$ cat src/rtl/dsv_pkg.sv
package dsv_pkg;

    typedef enum logic {
        ST_WAIT = 1'b0,
        ST_HELD = 1'b1
    } steer_state_e;

    typedef struct packed {
        steer_state_e state;
    } steer_regs_t;

endpackage

$ cat src/rtl/dsv_sync2.sv
module dsv_sync2 #(
    parameter int STAGES = 2
) (
    input  logic clk,
    input  logic rst_n,
    input  logic d,
    output logic q
);
    typedef struct packed {
        logic [STAGES-1:0] stg;
    } sync_regs_t;

    sync_regs_t r_d, r_q;

    always_comb begin
        r_d = r_q;
        r_d.stg = {r_q.stg[STAGES-2:0], d};
    end

    always_ff @(posedge clk or negedge rst_n) begin
        if (!rst_n) r_q <= '0;
        else        r_q <= r_d;
    end

    assign q = r_q.stg[STAGES-1];
endmodule

$ cat src/rtl/dsv_guard_timer.sv
module dsv_guard_timer #(
    parameter int LIMIT = 30
) (
    input  logic clk,
    input  logic rst_n,
    input  logic run,
    input  logic tick,
    output logic done
);
    localparam int W = (LIMIT < 2) ? 1 : $clog2(LIMIT);
    localparam logic [W-1:0] LAST = W'(LIMIT - 1);

    typedef struct packed {
        logic [W-1:0] cnt;
    } timer_regs_t;

    timer_regs_t r_d, r_q;

    // a qualifying tick on the last count completes the guard
    assign done = run && tick && (r_q.cnt == LAST);

    always_comb begin
        r_d = r_q;
        if (!run)       r_d.cnt = '0;
        else if (done)  r_d.cnt = '0;
        else if (tick)  r_d.cnt = r_q.cnt + 1'b1;
    end

    always_ff @(posedge clk or negedge rst_n) begin
        if (!rst_n) r_q <= '0;
        else        r_q <= r_d;
    end


    cnt_range_chk: assert property (@(posedge clk) disable iff (!rst_n)
        r_q.cnt <= LAST);


    clr_on_idle_chk: assert property (@(posedge clk) disable iff (!rst_n)
        !run |=> (r_q.cnt == '0));


    no_tick_hold_cnt_chk: assert property (@(posedge clk) disable iff (!rst_n)
        (run && !tick) |=> $stable(r_q.cnt));
endmodule

$ cat src/rtl/dstd_validator.sv
module dstd_validator
    import dsv_pkg::*;
#(
    parameter int PRESENT_TICKS = 30,
    parameter int ABSENT_TICKS  = 30
) (
    input  logic clk,
    input  logic rst_n,
    input  logic est_in,
    input  logic pwdn,
    input  logic tick,
    output logic dstd
);
    logic est_s;
    logic present_run, absent_run;
    logic present_done, absent_done;

    steer_regs_t r_d, r_q;

    dsv_sync2 #(.STAGES(2)) u_sync (
        .clk   (clk),
        .rst_n (rst_n),
        .d     (est_in),
        .q     (est_s)
    );

    assign present_run = est_s  && (r_q.state == ST_WAIT) && !pwdn;
    assign absent_run  = !est_s && (r_q.state == ST_HELD) && !pwdn;

    dsv_guard_timer #(.LIMIT(PRESENT_TICKS)) u_present (
        .clk   (clk),
        .rst_n (rst_n),
        .run   (present_run),
        .tick  (tick),
        .done  (present_done)
    );

    dsv_guard_timer #(.LIMIT(ABSENT_TICKS)) u_absent (
        .clk   (clk),
        .rst_n (rst_n),
        .run   (absent_run),
        .tick  (tick),
        .done  (absent_done)
    );

    always_comb begin
        r_d = r_q;
        if (pwdn) begin
            r_d.state = ST_WAIT;
        end else begin
            unique case (r_q.state)
                ST_WAIT: if (present_done) r_d.state = ST_HELD;
                ST_HELD: if (absent_done)  r_d.state = ST_WAIT;
                default: r_d.state = ST_WAIT;
            endcase
        end
    end

    always_ff @(posedge clk or negedge rst_n) begin
        if (!rst_n) r_q <= '{state: ST_WAIT};
        else        r_q <= r_d;
    end

    assign dstd = (r_q.state == ST_HELD);


    pwdn_low_chk: assert property (@(posedge clk) disable iff (!rst_n)
        pwdn |=> !dstd);


    rise_on_tick_chk: assert property (@(posedge clk) disable iff (!rst_n)
        $rose(dstd) |-> ($past(tick) && $past(est_s)));


    fall_on_tick_chk: assert property (@(posedge clk) disable iff (!rst_n)
        ($fell(dstd) && !$past(pwdn)) |-> ($past(tick) && !$past(est_s)));


    no_tick_hold_chk: assert property (@(posedge clk) disable iff (!rst_n)
        (!tick && !pwdn) |=> $stable(dstd));
endmodule

$ cat config.mk
export PLATFORM = sky130hd
export DESIGN_NAME = dstd_validator
export DESIGN_NICKNAME = d
export VERILOG_FILES = /design/src/rtl/dsv_pkg.sv /design/src/rtl/dsv_sync2.sv /design/src/rtl/dsv_guard_timer.sv /design/src/rtl/dstd_validator.sv
export SDC_FILE = /design/constraint.sdc
export NUM_CORES = 1
export LEC_CHECK = 0
export BUFFER_PORTS_ARGS = -buffer_cell sky130_fd_sc_hd__buf_2
export CORE_AREA = 2 2 39 41
export DETAILED_ROUTE_END_ITERATION = 8
export DIE_AREA = 0 0 41 43
export PLACE_DENSITY = 0.72
export SLEW_MARGIN = 15
export SYNTH_ARGS = -nofsm -noshare
export SYNTH_HDL_FRONTEND = slang
export SYNTH_HIERARCHICAL = 1
export SYNTH_SLANG_ARGS = --single-unit
$ cat constraint.sdc
create_clock -name clk -period 1.6 [get_ports clk]
set_input_delay 0.16 -clock clk [delete_from_list [all_inputs] [get_ports clk]]
set_output_delay 0.16 -clock clk [all_outputs]
set_load 0.01 [all_outputs]
==> run_results.csv <==
group,metric,value,unit
setup_path,crit_type,"flip-flop to flip-flop",
timing,period_needed,1280,ps
finish,drive_gt1_share,17.7,%
routing,wl_met3,20,µm
routing,drtPass1Iterations,4,
finish,multi_input_area,364,µm²
finish,final_net_count,89,
power,vdd_drop_max,0.000565,V
routing,wl_met2,668,µm
global_routing,antenna_found_initial,0,
timing,fin_skew,1.90,ps
timing,worst_pin_slew,375,ps
cts,numCtsBuffers,3,
setup_path,critPathLaunchType,"flip-flop",
worst_hold_path,hold_class,"input pin to flip-flop",
placed_design,place.gp.congestion,0.711,
global_routing,grt_pass1_wl,2190,µm
die,initial_utilization,50.9,%
routing,vias,543,
setup_path,cp_max_fo,5,
routing,totalWireLength,1300,µm
die,ios,6,
setup_path,crit_required,1770,ps
routing,wl_met1,606,µm
routing,maxUsedRoutingLayer,"met3",
finish,seq_area,325,µm²
synthesis,ys_seq_area_share,46.2,%
timing,maxSlewHeadroom,74.9,%
timing,period_share,79.7,%
die,die_h,43,µm
timing,rsz0062_at_grt,"no",
finish,area_growth,14.0,%
run,maxCapViolations,0,
cts,numClockSinks,13,
timing,setup_viol,0,
synthesis,synth_area,704,µm²
die,die-area,0.00176,mm²
synthesis,synthCells,67,
placed_design,detailedPlace.worstSlack,323,ps
global_routing,grt_pass1_vias,517,
synthesis,synth.distinct_cells,20,
cts,clockRootBuffer,"clkbuf_4",
setup_path,arrival,1450,ps
synthesis,synth_warnings,6,
die,design.core.area,0.00138,mm²
finish,fill_cells,118,
power,p_leak,0.342,nW
finish,antenna_cells,0,
global_routing,grt_usage,18.6,%
cts,cts.path.max_buffers,2,
global_routing,overflow,0,
synthesis,syn_avg_cell_area,10.5,µm²
routing,drc,0,
routing,antenna_left,0,
die,row_count,14,
routing,initialDrtViolationCount,13,
power,p_per_area,705,mW/mm²
timing,tns,0,ps
placed_design,io_buffer_count,5,
synthesis,netlist.area_leader.share,46.2,%
synthesis,synth_area_leaders,"dfrtp_1 (46%), nand3b_1 (8.5%), ha_1 (7.1%)",
timing,fmax,0.784,GHz
timing,post-route-worst-setup-slack,324,ps
finish,final_util,58.0,%
synthesis,synth_top_area_cell,"dfrtp_1",
setup_path,endpoint_kind,"flip-flop",
synthesis,synth-seq-cells,13,
timing,drv_slew,0,
global_routing,grt_max_degree,14,
cts,cts_max_level,1,
cts,clk_pin_slew,70,ps
placed_design,place_hpwl,940,µm
die,dieWidth,41,µm
cts,clk_latency,270,ps
routing,wl_per_cell,13.6,µm
cts,cts_tree,"done",
routing,avgViaCountPerCell,5.72,
timing,finalHoldViolations,0,
synthesis,synth_nets,76,
run_status,status,"finished, final reports clean",
## cells in the final DEF (no fill, tap or decap), types with 3 or more instances in the layout
| cell type | synthesis | layout |
|---|---|---|
| nor2_1 | 5 | 5 |
| ha_1 | 4 | 4 |
| dfrtp_1 | 13 | 13 |
| inv_1 | 4 | 4 |
| a21boi_0 | 6 | 6 |
| clkbuf_4 | 0 | 3 |
| nand3b_1 | 8 | 8 |
| buf_2 | 0 | 5 |
| nand2_1 | 4 | 4 |
## routing by layer
layer	track usage [%]	up-vias
met5	0	-
met3	3.14	0
met1	24.2	264
met2	29.1	2
li1	-	277
met4	8.00	0
## path summary, 6_finish.rpt
kind | startpoint | end | slack [ps] | cells past startpoint
worst min-delay path | pwdn | dstd | 90 | 2
min in group asynchronous | rst_n | dstd | 320 | 2
worst max register to register | u_present/r_q[1] | dstd | 320 | 6
max in group asynchronous | rst_n | u_sync/r_q[1] | 1060 | 2
worst max-delay path | u_present/r_q[1] | dstd | 320 | 6
worst min register to register | u_sync/r_q[0] | u_sync/r_q[1] | 360 | 0
## power by group
group | switching (mW) | internal [mW] | leakage (nW) | total (mW)
clock network | 0.0981 | 0.0964 | 0.0150 | 0.194
registers | 0.00330 | 0.332 | 0.176 | 0.336
logic | 0.0215 | 0.0145 | 0.150 | 0.0361
total | 0.123 | 0.443 | 0.342 | 0.566
## state kept, by name (all words and copies together), names as in the netlist
register / cells
u_present/r_q: 5
u_sync/r_q: 2
u_absent/r_q: 5
dstd: 1
## worst max-delay path: stages, from the launching register on
cell and delay (ps):
dfrtp_1 430, inv_1 80, ha_1 240, nand3_1 100, nor2_1 100, nor2_1 40
a211oi_1 190
## repair_timing
action / CTS / global route
resized for setup: 0 / 0
setup buffers: 0 / 0
hold buffers: 2 / 0
hold endpoints to repair: 14 / 0
## final cells by class
class	instances	area share, %
tap	16	2.49
clock buffer	4	3.27
inverter	4	1.87
sequential	13	40.5
timing repair buffer	8	6.54
multi-input combinational	50	45.3
## logic make-up after synthesis
logic type,after synthesis,synth area share [%]
adder cells (fa/ha/maj),4,7.11
AO/OA/AOI/OAI,21,22.4
flip-flops,13,46.2
AND/OR/NAND/NOR,25,22.2
buffers and inverters,4,2.13
## per-stage QoR
| step | std cells | hold WS [ps] | power (mW) | instance area (µm²) |
|---|---|---|---|---|
| after global routing | 95 | 93.3 | 0.594 | 803 |
| after detailed placement | 89 | 60.3 | 0.374 | 757 |
| after global placement | 89 | 59.6 | 0.374 | 757 |
| final | 95 | 92.6 | 0.566 | 803 |
| after CTS | 95 | 80.3 | 0.579 | 803 |
| after floorplan | 67 | -136 | 0.353 | 704 |
## Yosys cell counts (all sizes together)
library cell / instances
a41o: 2
a31oi: 2
a211oi: 1
a21boi: 6
nand3: 4
o211a: 2
ha: 4
nand3b: 8
nor3b: 2
inv: 4
a22oi: 2
nand2: 4
o211ai: 2
nor2: 5
dfrtp: 13
o21ai: 4
nand4: 2
Note: power is estimated with default switching activity, not from simulation.
